$ cat src/rtl/ldf_pkg.sv
package ldf_pkg;
  typedef enum logic [1:0] {
    SZ_BYTE = 2'd0,
    SZ_HALF = 2'd1,
    SZ_WORD = 2'd2,
    SZ_RSVD = 2'd3
  } ld_size_e;

  typedef enum logic [1:0] {
    FLT_NONE  = 2'd0,
    FLT_FORM  = 2'd1,
    FLT_ALIGN = 2'd2
  } ld_fault_e;
endpackage

$ cat src/rtl/ldf_agen.sv
module ldf_agen
  import ldf_pkg::*;
#(
  parameter int XLEN   = 32,
  parameter int DISP_W = 16,
  parameter int IDX_W  = 5
) (
  input  logic [XLEN-1:0]   base,
  input  logic [DISP_W-1:0] disp,
  input  ld_size_e          size,
  input  logic              sign,
  input  logic              update,
  input  logic [IDX_W-1:0]  rd,
  input  logic [IDX_W-1:0]  ra,
  output logic [XLEN-1:0]   ea,
  output logic              form_bad,
  output logic              align_bad
);
  localparam int NB = XLEN / 8;
  localparam int OW = $clog2(NB);

  function automatic logic [XLEN-1:0] widen_disp(input logic [DISP_W-1:0] d);
    return {{(XLEN-DISP_W){d[DISP_W-1]}}, d};
  endfunction

  function automatic logic shape_illegal(input ld_size_e s, input logic sg,
                                         input logic up, input logic [IDX_W-1:0] d,
                                         input logic [IDX_W-1:0] b);
    logic bad;
    bad = (s == SZ_RSVD);
    if (sg && (s != SZ_HALF)) bad = 1'b1;
    if (up && ((b == '0) || (b == d))) bad = 1'b1;
    return bad;
  endfunction

  function automatic logic misaligned(input ld_size_e s, input logic [OW-1:0] lo);
    case (s)
      SZ_HALF: return lo[0];
      SZ_WORD: return |lo;
      default: return 1'b0;
    endcase
  endfunction

  always_comb begin
    ea        = base + widen_disp(disp);
    form_bad  = shape_illegal(size, sign, update, rd, ra);
    align_bad = misaligned(size, ea[OW-1:0]);
  end
endmodule

$ cat src/rtl/ldf_extract.sv
module ldf_extract
  import ldf_pkg::*;
#(
  parameter int XLEN = 32
) (
  input  logic [XLEN-1:0]          rdata,
  input  logic [$clog2(XLEN/8)-1:0] ofs,
  input  ld_size_e                 size,
  input  logic                     sign,
  output logic [XLEN-1:0]          data
);
  localparam int NB = XLEN / 8;
  localparam int OW = $clog2(NB);

  logic [7:0]  lane [NB];
  logic [7:0]  b_sel;
  logic [15:0] h_sel;

  // Lowest address occupies the most significant lane.
  for (genvar k = 0; k < NB; k++) begin : g_lane
    assign lane[k] = rdata[XLEN-1-8*k -: 8];
  end

  function automatic logic [XLEN-1:0] extend16(input logic [15:0] h, input logic sg);
    return {{(XLEN-16){sg & h[15]}}, h};
  endfunction

  always_comb begin
    b_sel = lane[ofs];
    h_sel = {lane[ofs], lane[ofs | OW'(1)]};
    case (size)
      SZ_BYTE: data = {{(XLEN-8){1'b0}}, b_sel};
      SZ_HALF: data = extend16(h_sel, sign);
      default: data = rdata;
    endcase
  end
endmodule

$ cat src/rtl/ldf_stage.sv
module ldf_stage
  import ldf_pkg::*;
#(
  parameter int XLEN  = 32,
  parameter int IDX_W = 5,
  parameter int OW    = 2
) (
  input  logic             clk,
  input  logic             rst_n,
  input  logic             issue,
  input  ld_fault_e        fault_in,
  input  logic             upd_in,
  input  ld_size_e         size_in,
  input  logic             sign_in,
  input  logic [IDX_W-1:0] rd_in,
  input  logic [IDX_W-1:0] ra_in,
  input  logic [XLEN-1:0]  ea_in,
  output logic             st_issue,
  output logic             st_upd,
  output logic [OW-1:0]    st_ofs,
  output ld_size_e         st_size,
  output logic             st_sign,
  output logic [IDX_W-1:0] st_rd,
  output logic [IDX_W-1:0] st_ra,
  output logic [XLEN-1:0]  st_ea,
  output ld_fault_e        st_fault
);
  always_ff @(posedge clk or negedge rst_n) begin
    if (!rst_n) begin
      st_issue <= 1'b0;
      st_upd   <= 1'b0;
      st_ofs   <= '0;
      st_size  <= SZ_BYTE;
      st_sign  <= 1'b0;
      st_rd    <= '0;
      st_ra    <= '0;
      st_ea    <= '0;
      st_fault <= FLT_NONE;
    end else begin
      st_issue <= issue;
      st_upd   <= issue & upd_in;
      st_fault <= fault_in;
      if (issue) begin
        st_ofs  <= ea_in[OW-1:0];
        st_size <= size_in;
        st_sign <= sign_in;
        st_rd   <= rd_in;
        st_ra   <= ra_in;
        st_ea   <= ea_in;
      end
    end
  end

  a_r6_fault_excludes_issue: assert property (@(posedge clk) disable iff (!rst_n)
    (st_fault != FLT_NONE) |-> !st_issue);
endmodule

$ cat src/rtl/ldf_load_formatter.sv
module ldf_load_formatter
  import ldf_pkg::*;
#(
  parameter int XLEN   = 32,
  parameter int DISP_W = 16,
  parameter int IDX_W  = 5
) (
  input  logic              clk,
  input  logic              rst_n,
  input  logic              req_valid,
  input  logic [XLEN-1:0]   req_base,
  input  logic [DISP_W-1:0] req_disp,
  input  logic [1:0]        req_size,
  input  logic              req_sign,
  input  logic              req_update,
  input  logic [IDX_W-1:0]  req_rd,
  input  logic [IDX_W-1:0]  req_ra,
  output logic              mem_rd_en,
  output logic [XLEN-1:0]   mem_addr,
  input  logic [XLEN-1:0]   mem_rdata,
  output logic              wb_en,
  output logic [IDX_W-1:0]  wb_idx,
  output logic [XLEN-1:0]   wb_data,
  output logic              upd_en,
  output logic [IDX_W-1:0]  upd_idx,
  output logic [XLEN-1:0]   upd_data,
  output logic              flt_valid,
  output logic [1:0]        flt_code
);
  localparam int NB = XLEN / 8;
  localparam int OW = $clog2(NB);

  ld_size_e         size_in;
  logic [XLEN-1:0]  ea;
  logic             form_bad, align_bad;
  logic             issue_ok;
  ld_fault_e        fault_now;

  logic             st_issue, st_upd, st_sign;
  logic [OW-1:0]    st_ofs;
  ld_size_e         st_size;
  logic [IDX_W-1:0] st_rd, st_ra;
  logic [XLEN-1:0]  st_ea;
  ld_fault_e        st_fault;
  logic [XLEN-1:0]  fmt_data;

  assign size_in = ld_size_e'(req_size);

  ldf_agen #(.XLEN(XLEN), .DISP_W(DISP_W), .IDX_W(IDX_W)) agen_i (
    .base(req_base), .disp(req_disp), .size(size_in), .sign(req_sign),
    .update(req_update), .rd(req_rd), .ra(req_ra),
    .ea(ea), .form_bad(form_bad), .align_bad(align_bad)
  );

  // Named events: the accepted issue and the fault class of this request.
  assign issue_ok  = req_valid & ~form_bad & ~align_bad;
  always_comb begin
    fault_now = FLT_NONE;
    if (req_valid && form_bad)       fault_now = FLT_FORM;
    else if (req_valid && align_bad) fault_now = FLT_ALIGN;
  end

  assign mem_rd_en = issue_ok;
  assign mem_addr  = {ea[XLEN-1:OW], {OW{1'b0}}};

  ldf_stage #(.XLEN(XLEN), .IDX_W(IDX_W), .OW(OW)) stage_i (
    .clk(clk), .rst_n(rst_n), .issue(issue_ok), .fault_in(fault_now),
    .upd_in(req_update), .size_in(size_in), .sign_in(req_sign),
    .rd_in(req_rd), .ra_in(req_ra), .ea_in(ea),
    .st_issue(st_issue), .st_upd(st_upd), .st_ofs(st_ofs), .st_size(st_size),
    .st_sign(st_sign), .st_rd(st_rd), .st_ra(st_ra), .st_ea(st_ea),
    .st_fault(st_fault)
  );

  ldf_extract #(.XLEN(XLEN)) extract_i (
    .rdata(mem_rdata), .ofs(st_ofs), .size(st_size), .sign(st_sign),
    .data(fmt_data)
  );

  assign wb_en     = st_issue;
  assign wb_idx    = st_rd;
  assign wb_data   = fmt_data;
  assign upd_en    = st_upd;
  assign upd_idx   = st_ra;
  assign upd_data  = st_ea;
  assign flt_valid = (st_fault != FLT_NONE);
  assign flt_code  = st_fault;

  a_r6_no_write_on_fault: assert property (@(posedge clk) disable iff (!rst_n)
    flt_valid |-> (!wb_en && !upd_en));
  a_r10_no_read_on_reject: assert property (@(posedge clk) disable iff (!rst_n)
    (req_valid && (form_bad || align_bad)) |-> !mem_rd_en);
  a_r8_update_pairs_data: assert property (@(posedge clk) disable iff (!rst_n)
    upd_en |-> wb_en);
  a_r9_update_index_legal: assert property (@(posedge clk) disable iff (!rst_n)
    upd_en |-> ((upd_idx != '0) && (upd_idx != wb_idx)));
  a_r11_write_after_read: assert property (@(posedge clk) disable iff (!rst_n)
    mem_rd_en |=> wb_en);
  a_r4_upper_sign_fill: assert property (@(posedge clk) disable iff (!rst_n)
    (wb_en && st_size == SZ_HALF && st_sign) |->
      (wb_data[XLEN-1:16] == {(XLEN-16){wb_data[15]}}));
  a_r3_upper_clear: assert property (@(posedge clk) disable iff (!rst_n)
    (wb_en && st_size == SZ_HALF && !st_sign) |-> (wb_data[XLEN-1:16] == '0));
endmodule

$ cat config.mk
export PLATFORM = sky130hd
export DESIGN_NAME = ldf_load_formatter
export DESIGN_NICKNAME = d
export VERILOG_FILES = /design/src/rtl/ldf_pkg.sv /design/src/rtl/ldf_agen.sv /design/src/rtl/ldf_extract.sv /design/src/rtl/ldf_stage.sv /design/src/rtl/ldf_load_formatter.sv
export SDC_FILE = /design/constraint.sdc
export NUM_CORES = 1
export LEC_CHECK = 0
export ABC_CLOCK_PERIOD_IN_PS = 2280
export BUFFER_PORTS_ARGS = -buffer_cell sky130_fd_sc_hd__buf_2
export CAP_MARGIN = 20
export CORE_UTILIZATION = 43
export CTS_CLUSTER_SIZE = 16
export DETAILED_ROUTE_END_ITERATION = 6
export MAX_ROUTING_LAYER = met4
export PLACE_DENSITY = 0.81
export SETUP_SLACK_MARGIN = 0.2
export SYNTH_ARGS = -nofsm -noshare
export SYNTH_HDL_FRONTEND = slang
export SYNTH_SLANG_ARGS = --single-unit
$ cat constraint.sdc
create_clock -name clk -period 2.28 [get_ports clk]
set_input_delay 0.114 -clock clk [delete_from_list [all_inputs] [get_ports clk]]
set_output_delay 0.114 -clock clk [all_outputs]
set_load 0.02 [all_outputs]
==> results by group, run 1 <==
Status
  • Status: finished, violations left
  • Failing checks: setup timing

Power and ir drop
  • Reg power frac: between 20% and 30%
  • Internal power: between 2000 and 3000 uW
  • Power density cells: 719 nW/um^2
  • Clock power frac: a little over a tenth
  • Max VDD drop: 0.000444 V
  • Gate power share: between 60% and 70%
  • Switching portion of total power: between 40 and 50%
  • Sw power: between 2000 and 2500 uW
  • P_leak: 0.00356 uW

Critical path
  • Worst path most repeated cell: a31o_4
  • Setup crit start kind: input port
  • Worst path bufs/invs: 2
  • CP peak stage delay: around 340 ps
  • Crit-path max FO: 4
  • Slowest cell on the critical path: fa_2
  • CP top delay family: compound AO/OA/AOI/OAI gates
  • CP arrival: approximately 2200 ps
  • Critical Path Sink Type: output pin
  • Setup CP Type: in2out
  • Cell Chain, Critical Path: buf_6 -> ha_4 -> fa_2 -> a21o_1 -> a31o_4 -> a31o_4 -> o21ai_4 -> o21ai_1 -> xor2_1 -> buf_4
  • Worst path required time: around 2200 ps

Finish
  • Final core utilization: between 70% and 80%
  • Antenna cells: 0
  • Most frequent cells in the layout: 158 x buf_2, 129 x nand2_1, 88 x buf_4, 46 x dfrtp_1, 36 x buf_6
  • Final design instance area without fill: roughly 7300 um^2
  • Fin nets: 924
  • Most common cell after layout, fill and taps aside: buf_2
  • Layout cells sized above 1: a little over half
  • Non-filler cells, final: a little over 900
  • P&R area growth vs syn: 62.7%

STA
  • RSZ-0062 raised after global routing: yes
  • Hold Fails Final Rpt: 0
  • Final worst setup slack: -32.1 ps
  • Worst slew pin tran: roughly 670 ps
  • F_max: 433 MHz
  • Slew margin rel.: around 55%
  • Fin. max-slew vios: 0
  • Setup Total Neg Slack: -32.5 ps
  • Final min period: roughly 2300 ps
  • Fin crit share: 101%
  • Setup violators final: 2
  • WHS: between 15 and 20 ps
  • Skew final: 0 ps

Clock network
  • Clk Latency, worst-skew pair: 300 ps
  • CTS buffer count: 5
  • Root buf cell: clkbuf_8
  • Clock Tree Buf Depth: 2
  • Worst-path clk slew: approximately 100 ps
  • Clk sinks: around 50
  • Htree depth: 2
  • CTS tree: built

Routing
  • First drt pass iteration count: 5
  • Routed WL per cell: 19.0 um
  • DR vias: between 5000 and 6000
  • Top routing layer in use: met4
  • Drt first-iter violations: 475
  • Drc violations: 0
  • Via density: a little under 6
  • DR WL met2: between 9000 and 10000 um
  • Met3 wire len: between 1000 and 1500 um
  • WL final: 17600 um
  • Wl on met1: 6410 um
  • Final antenna-violating net count: 0

GRT
  • Aggregate global routing overflow: 0
  • Vias in the first global route: about 5000
  • First-pass GRT wire length: 24000 um
  • Largest net degree at the start of global routing: 28
  • GRT Util Overall: around 28%
  • Antenna violations before repair: 0

Logic synthesis
  • Yosys Warn Count: 0
  • Post-synth EDFFs: 0
  • Yosys top cell area share: 27.5%
  • Predominant post-synthesis flop cell: dfrtp_1
  • Netlist cell types: 55
  • Syn Inst Count: 548
  • Synth Cell Area: ~4500 um^2
  • Leading area contributor after synthesis: dfrtp_1
  • Post-synth ARST share: 100%
  • Synthesis-stage register bit count: just under 50
  • Synthesized area per cell: about 8.1 um^2
  • Seq/Total Area, Yosys: ~28%
  • Top post-synthesis cells by area: dfrtp_1 28%, nand2_1 12%, ha_1 9.3%

Floorplanning
  • Core area: between 9000 and 10000 um^2
  • Chip Height: between 100 and 150 um
  • Die X-Extent: between 100 and 150 um
  • Die Area: between 10000 and 15000 um^2
  • Starting Density: about 45%
  • IO Pins: approximately 210
  • # rows: 36

Place
  • Global placement routability congestion: between 0.9 and 1
  • Detail Placement HPWL: roughly 11000 um
  • Placed Area: a little under 6000 um^2
  • Dpl cells: between 800 and 900
  • Port bufs: between 200 and 250

Hold path
  • Hold Crit Class: in2reg

Run
  • Max cap viols: 0
[routing by layer]
layer	vias to the layer above	track usage [%]
li1	2396	-
met1	2588	30.8
met2	360	51.1
met3	76	3.46
met4	0	11.6
met5	-	-
[synth_stat cells, drive strengths merged, types with 2 or more instances]
library cell / count
nand2: 149
dfrtp: 49
a21oi: 39
buf: 38
ha: 33
xnor2: 24
o21ai: 21
clkbuf: 16
o22a: 16
inv: 14
mux2: 14
nor2: 14
xor2: 11
nand3: 10
a21o: 8
mux4: 8
a22o: 7
o211ai: 7
nand4: 6
nor3: 6
a31oi: 5
a211oi: 4
o21a: 4
o21bai: 4
a211o: 3
a21boi: 3
a31o: 3
and3: 3
nor4: 3
o22ai: 3
or2: 3
a2111oi: 2
nand2b: 2
nor2b: 2
[cell families (layout without fill, tap and decap cells)]
logic type,Yosys count,count (layout),synth area share (%)
compound gates,137,137,20.7
xor+xnor,35,35,6.88
fa+ha+maj,34,34,9.71
buf+inv,69,314,8.62
flops,49,49,27.5
mux,22,22,7.58
other cells,1,2,0.0841
simple gates,201,201,18.9
[cell type report]
class | instances | area [um^2]
clock buffers | 5 | 68.8
clock inverters | 3 | 17.5
fillers | 667 | 2660
inverters | 15 | 56.3
multi-input cells | 431 | 3700
flip-flops and latches | 49 | 1230
well taps | 133 | 166
repair buffers | 291 | 2020
[through the flow]
stage	power, uW	worst slack [ps]
floorplan	3120	173
global placement	3880	-62.5
detailed placement	3940	-86.2
CTS	4690	69.5
global route	5470	-79.4
finish	5210	-32.1
[timing repair]
item / CTS / global route
hold buffers: 1 / 0
setup buffers: 12 / 15
resized for setup: 80 / 160
pin swaps: 34 / 39
hold endpoints to repair: 25 / 0
cloned: 0 / 1
endpoints found under the setup margin: 50 / 54
[worst register-to-register path, stage by stage, from the launching register on]
cell and delay [ps]:
dfrtp_1 790, buf_4 340, nand2_1 90, o21ai_0 90
[worst paths after layout]
path	startpoint	slack [ps]	cells after the start	endpoint
min	req_sign	20	3	stage_i.st_sign
min reg2reg	stage_i.st_ea[2]	480	2	stage_i.st_ea[2]
max in group asynchronous	rst_n	1170	3	stage_i.st_ea[28]
max reg2reg	stage_i.st_size[1]	900	3	stage_i.st_size[1]
min in group asynchronous	rst_n	330	2	stage_i.st_fault[1]
max	req_disp[0]	-30	10	mem_addr[18]
[flip-flops by register name (all words and copies together) (netlist names)]
name	count
stage_i.st_issue	1
stage_i.st_size	2
stage_i.st_ea	32
stage_i.st_rd	5
stage_i.st_sign	1
stage_i.st_ra	5
stage_i.st_fault	2
stage_i.st_upd	1
[power by group through the flow]
stage | clock [uW] | combinational, uW | sequential (uW)
final | 543 | 3380 | 1290
after global routing | 588 | 3560 | 1320
after CTS | 555 | 2850 | 1280
after detailed placement | 0 | 2640 | 1300
after global placement | 0 | 2600 | 1290
after floorplan | 0 | 1590 | 1530
(Power assumes the default switching activity.)
==> run 2, diff against run 1 <==
Settings changed: ABC_AREA from default to 1, CORE_UTILIZATION 43 to 46, PLACE_DENSITY 0.81 to 0.82.
==> results by group, run 2 <==
Power and ir drop
  • Clock power frac: 16.2% (+5.8 points)
  • Switching portion of total power: 47.9% (+2.0 points)
  • Final Power: 4510 uW (-13%)
  • Gate power share: 57.0% (-7.9 points)
  • Power density cells: 688 nW/um^2 (-4.4%)
  • Internal power: 2350 uW (-17%)
  • Max VDD drop: 0.000502 V (+13%)
  • P_leak: 0.00407 uW (+14%)
  • Sw power: 2160 uW (-9.8%)
  • Reg power frac: 26.8% (+2.1 points)

Finish
  • Most flops, register: stage_i.st_ea
  • Multi-input gate area: 3270 um^2 (-12%)
  • Max reg flops: 32 (unchanged)
  • Antenna cells: 0 (unchanged)
  • P&R area growth vs syn: 21.0%
  • Final-layout fill cell count: 1150 (+72%)
  • Most frequent cells in the layout: 332 x nand2_1, 205 x buf_2, 154 x inv_1, 47 x o21ai_0, 47 x dfrtp_1
  • Layout cells sized above 1: 28.8% (-26 points)
  • Register Area: 1230 um^2 (-0.10%)
  • Most common cell after layout, fill and taps aside: nand2_1
  • Fin nets: 1194 (+29%)
  • Largest registers: stage_i.st_ea (32), stage_i.st_ra (5), stage_i.st_rd (5)

GRT
  • Aggregate global routing overflow: 0 (unchanged)
  • Vias in the first global route: 5287 (+4.8%)
  • First-pass GRT wire length: 24500 um (+1.9%)
  • Largest net degree at the start of global routing: 39 (+39%)
  • Antenna violations before repair: 0 (unchanged)
  • GRT Util Overall: 24.9% (-3.2 points)

Hold path
  • Hold Crit Class: in2reg
  • Min-delay src: req_rd[0]

Routing
  • WL final: 15000 um (-15%)
  • First drt pass iteration count: 7 (+2)
  • Drt first-iter violations: 323 (-32%)
  • Routed WL per cell: 12.4 um (-35%)
  • Final antenna-violating net count: 0 (unchanged)
  • Drc violations: 0 (unchanged)
  • Via density: 4.83 (-17%)
  • DR vias: 5828 (+7.5%)

Logic synthesis
  • Predominant post-synthesis flop cell: dfrtp_1
  • Synthesis-stage register bit count: 49 (unchanged)
  • Seq/Total Area, Yosys: 22.6% (-4.9 points)
  • Most common cell in the netlist: nand2_1
  • Synthesized area per cell: 6.11 um^2 (-25%)
  • Yosys top cell area share: 23.0% (-4.5 points)
  • Synth Cell Area: 5420 um^2 (+22%)
  • Post-synth ARST share: 100% (unchanged)
  • Yosys Warn Count: 0 (unchanged)
  • Leading area contributor after synthesis: nand2_1
  • Top post-synthesis cells by area: nand2_1 23%, dfrtp_1 23%, inv_1 11%
  • Syn Inst Count: 887 (+62%)
  • Post-synth EDFFs: 0 (unchanged)
  • Post-synth top cells: 332 x nand2_1, 154 x inv_1, 49 x dfrtp_1
  • Netlist cell types: 37 (-33%)

Critical path
  • CP arrival: 1870 ps (-330 ps)
  • Setup crit start kind: register
  • Critical Path Sink Type: output pin
  • Setup CP Type: reg2out
  • Critical path origin: stage_i.st_size[0]
  • RR Startpoint: stage_i.st_size[1]
  • Worst path required time: 2170 ps (about the same)
  • Crit-path max FO: 16 (+12)

Clock network
  • Worst-path clk slew: 70 ps (-30 ps)
  • Clock Tree Buf Depth: 2 (unchanged)
  • CTS buffer count: 5 (unchanged)
  • Root buf cell: clkbuf_16
  • Htree depth: 2 (unchanged)
  • CTS tree: built
  • Clk sinks: 49 (unchanged)
  • Clk Latency, worst-skew pair: 280 ps (-20 ps)

Floorplanning
  • Die X-Extent: 111 um (+6.5%)
  • IO Pins: 209 (unchanged)
  • # rows: 39 (+8.3%)
  • Starting Density: 47.3% (+2.3 points)
  • Core area: 11500 um^2 (+16%)
  • Die Area: 12200 um^2 (+13%)
  • Chip Height: 111 um (+6.5%)

Status
  • Status: complete, no violations

STA
  • Hold Fails Final Rpt: 0 (unchanged)
  • Fin crit share: 87.2% (-14 points)
  • Setup Total Neg Slack: 0 ps (+32.5 ps)
  • RSZ-0062 raised after global routing: yes
  • Slew margin rel.: 45.3% (-10 points)
  • Worst slew pin tran: 821 ps (+152 ps)
  • Fin. max-slew vios: 0 (unchanged)
  • Skew final: 0 ps (unchanged)
  • Final min period: 1990 ps (-323 ps)
  • F_max: 503 MHz (+16%)
  • Setup violators final: 0 (-2)

Place
  • Detail Placement HPWL: 12700 um (+11%)
  • Global placement routability congestion: 0.984 (-1.1%)
  • Port bufs: 206 (unchanged)

Run
  • Max cap viols: 0 (unchanged)
-- run 2: changes by cell type after synthesis, sizes merged, moves of 10 or more --
cell / previous run / this run
clkbuf: 16 / 3
a21oi: 39 / 29
o22a: 16 / 0
nand2: 149 / 365
nor2: 14 / 39
mux2: 14 / 0
o21ai: 21 / 61
inv: 14 / 165
nand3: 10 / 34
-- run 2: critical path, cell delays in order, from the launching register on --
cell      delay, ps
dfrtp_1         410
nand2_2         200
clkinv_1        320
nand3_4         280
o21ai_0         180
buf_2           200
-- run 2: logic make-up (layout without fill, tap and decap cells) --
kind of cell | after synthesis | count (layout) | share of synthesized area (%)
AOI/OAI and AO/OA | 109 | 109 | 11.2
xor gates and xnor gates | 19 | 19 | 3.07
adders and majority gates | 34 | 34 | 7.99
buffers and inverters | 215 | 391 | 17.9
DFF | 49 | 49 | 22.6
other | 1 | 2 | 0.0692
and+or+nand+nor | 460 | 460 | 37.1
-- run 2: area by class of cell --
type	instances	share of cell area, %
timing repair buffer	217	17.1
tap	143	2.73
multi-input combinational	624	49.8
clock inverter	2	0.210
sequential	49	18.7
clock buffer	6	1.96
inverter	166	9.54
-- run 2: what timing repair did --
action	4_1_cts	5_1_grt
endpoints found under the setup margin	3	28
buffers inserted	0	2
resized for setup	3	15
pin swaps	0	1
endpoints found under the hold margin	35	0
hold buffers	1	0
-- run 2: path summary, 6_finish.rpt --
kind | endpoint | slack [ps] | depth (start not counted)
hold / removal | stage_i.st_rd[0] | 50 | 3
setup reg to reg | stage_i.st_size[1] | 1450 | 3
min in group asynchronous | stage_i.st_rd[2] | 470 | 2
hold reg to reg | stage_i.st_ea[2] | 470 | 2
max in group asynchronous | stage_i.st_ea[14] | 1140 | 3
setup / recovery | wb_data[29] | 290 | 5
-- run 2: per-layer routing --
metal,wire length [um],up-vias,global-route usage (%)
met4,227,0,6.31
met5,0,-,-
met2,7520,191,45.0
li1,-,3037,-
met3,710,17,2.25
met1,6550,2583,29.5
-- run 2: power groups by stage --
stage,clock (uW),combinational [uW],sequential [uW]
floorplan,0,1610,1440
global placement,0,2500,1220
detailed placement,0,2540,1220
CTS,737,2550,1210
global route,778,2810,1230
finish,731,2570,1210
-- run 2: through the flow --
stage | utilization [%] | std cells | hold WS, ps | area [um^2] | setup slack, ps
6_report | 57.2 | 1207 | 49.5 | 6560 | 291
5_1_grt | 57.2 | 1207 | 55.2 | 6560 | 198
4_1_cts | 56.8 | 1205 | 47.8 | 6510 | 186
3_5_place_dp | 55.3 | 1196 | 256 | 6340 | 96.2
3_3_place_gp | 55.3 | 1196 | 258 | 6340 | 126
2_1_floorplan | - | 888 | -182 | 5420 | 533
==> run 3, diff against run 2 <==
Settings changed: CELL_PAD_IN_SITES_DETAIL_PLACEMENT from default to 2, CELL_PAD_IN_SITES_GLOBAL_PLACEMENT from default to 2, CORE_UTILIZATION 46 to 23.
==> results by group, run 3 (synthesis gave the netlist of run 2 again) <==
STA
  • Hold Fails Final Rpt: 0 (unchanged)
  • F_max: 504 MHz (+0.25%)
  • Slew margin rel.: 56.9% (+12 points)
  • Setup Total Neg Slack: 0 ps (unchanged)
  • Final min period: 1980 ps (-4.95 ps)
  • Fin. max-slew vios: 0 (unchanged)
  • Setup violators final: 0 (unchanged)
  • Worst slew pin tran: 644 ps (-177 ps)
  • Skew final: 0 ps (unchanged)
  • Fin crit share: 87.0% (-0.22 points)
  • RSZ-0062 raised after global routing: yes
  • WHS: 23.6 ps (-26.0 ps)

Routing
  • Via density: 4.47 (-7.4%)
  • DR WL met2: 11400 um (+52%)
  • Top routing layer in use: met4
  • Final antenna-violating net count: 0 (unchanged)
  • DR vias: 6162 (+5.7%)
  • Drt first-iter violations: 141 (-56%)
  • Routed WL per cell: 15.7 um (+27%)
  • Met3 wire len: 930 um (+31%)
  • First drt pass iteration count: 4 (-3)
  • Wl on met1: 9070 um (+38%)
  • WL final: 21700 um (+45%)
  • Drc violations: 0 (unchanged)

Power and ir drop
  • Gate power share: 56.5% (-0.5 points)
  • Sw power: 2330 uW (+7.8%)
  • Clock power frac: 18.5% (+2.3 points)
  • Switching portion of total power: 48.5% (+0.55 points)
  • P_leak: 0.00410 uW (+0.92%)
  • Power density cells: 701 nW/um^2 (+2.0%)
  • Max VDD drop: 0.000234 V (-53%)
  • Internal power: 2480 uW (+5.5%)
  • Reg power frac: 25.0% (-1.8 points)

Hold path
  • Hold Crit Class: in2reg

Critical path
  • Critical Path Sink Type: output pin
  • Worst path required time: 2170 ps (about the same)
  • Crit-path max FO: 12 (-4)
  • R2r setup slk: 1320 ps (-130 ps)
  • CP arrival: 1870 ps (about the same)
  • Setup crit start kind: register
  • Setup CP Type: reg2out

Place
  • Global placement routability congestion: 0.838 (-15%)
  • Detail Placement HPWL: 18600 um (+46%)
  • Dpl cells: 1369 (+14%)
  • Port bufs: 206 (unchanged)

Status
  • Status: complete, no violations

Run
  • Max cap viols: 0 (unchanged)

Floorplanning
  • Chip Height: 156 um (+41%)
  • # rows: 55 (+41%)
  • Starting Density: 23.7% (-24 points)
  • Die Area: 24200 um^2 (+98%)
  • Core area: 22800 um^2 (+99%)
  • IO Pins: 209 (unchanged)
  • Die X-Extent: 156 um (+41%)

Finish
  • Largest registers: stage_i.st_ea (32), stage_i.st_ra (5), stage_i.st_rd (5)
  • Antenna cells: 0 (unchanged)
  • Most frequent cells in the layout: 329 x nand2_1, 205 x buf_2, 154 x inv_1, 47 x dfrtp_1, 45 x o21ai_0
  • Most common cell after layout, fill and taps aside: nand2_1
  • Most flops, register: stage_i.st_ea
  • Fin nets: 1195 (+0.084%)
  • Max reg flops: 32 (unchanged)
  • Layout cells sized above 1: 29.6% (+0.82 points)
  • Non-filler cells, final: 1378 (+14%)
  • Final-layout fill cell count: 2913 (+150%)
  • P&R area growth vs syn: 26.5%

GRT
  • First-pass GRT wire length: 33900 um (+39%)
  • Antenna violations before repair: 0 (unchanged)
  • Aggregate global routing overflow: 0 (unchanged)
  • GRT Util Overall: 18.5% (-6.4 points)
  • Vias in the first global route: 6592 (+25%)
  • Largest net degree at the start of global routing: 50 (+28%)

Clock network
  • Worst-path clk slew: 70 ps (about the same)
  • Clk sinks: 49 (unchanged)
  • Clk Latency, worst-skew pair: 290 ps (about the same)
  • CTS tree: built
  • Htree depth: 2 (unchanged)
  • Clock Tree Buf Depth: 2 (unchanged)
  • Post-CTS Setup Inserts: 0 (unchanged)
  • Root buf cell: clkbuf_16
  • CTS buffer count: 5 (unchanged)
[run 3: cell count changes in the layout (fill, tap and decap cells not counted), moves of 2 or more]
cell,delta
o21ai_0,-2
nor2_1,-2
nor2_2,+2
nand2_1,-3
nand2_2,+2
[run 3: area by class of cell]
type	count	area (um^2)	area share [%]
multi-input cells	624	3300	48.1
inverters	166	629	9.18
clock buffers	6	129	1.88
well taps	313	392	5.71
flip-flops and latches	49	1230	17.9
clock inverters	2	38.8	0.566
repair buffers	218	1140	16.7
[run 3: worst max-delay path, stage by stage (launching register included)]
cell	delay [ps]
dfrtp_2	450
buf_4	200
o21ai_0	200
inv_1	90
o21ai_0	220
nand2_1	80
o211ai_1	130
buf_2	210
[run 3: worst paths after layout]
check / depth (start not counted) / start / end
max: 7 / stage_i.st_ea[1] / wb_data[4]
min: 3 / req_sign / stage_i.st_sign
max reg2reg: 3 / stage_i.st_size[1] / stage_i.st_size[1]
min reg2reg: 2 / stage_i.st_ea[26] / stage_i.st_ea[26]
max in group asynchronous: 3 / rst_n / stage_i.st_size[1]
min in group asynchronous: 3 / rst_n / stage_i.st_ea[11]
[run 3: per-layer routing]
layer,GRT usage (%),vias up
met4,4.48,0
met2,35.1,156
met5,-,-
met1,20.2,2954
li1,-,3033
met3,2.37,19
[run 3: stage by stage]
stage                     util (%)  total power [uW]  setup WS, ps  instance area, um^2
after floorplan                  -              3050           533                 5420
after global placement        28.9              3850           102                 6590
after detailed placement      28.9              3930          10.8                 6590
after CTS                     29.7              4860           212                 6790
after global routing          30.0              5170           143                 6860
final                         30.0              4810           296                 6860
[run 3: what timing repair did]
item	4_1_cts	5_1_grt
setup endpoints to repair	31	34
hold endpoints to repair	49	0
gates cloned	0	0
resized for setup	11	19
pin swaps	0	0
hold buffers	1	0
[run 3: power groups by stage]
stage,clock network (uW),registers [uW],logic [uW]
finish,890,1200,2710
global route,950,1230,2990
CTS,924,1210,2730
detailed placement,0,1220,2710
global placement,0,1210,2630
floorplan,0,1440,1610
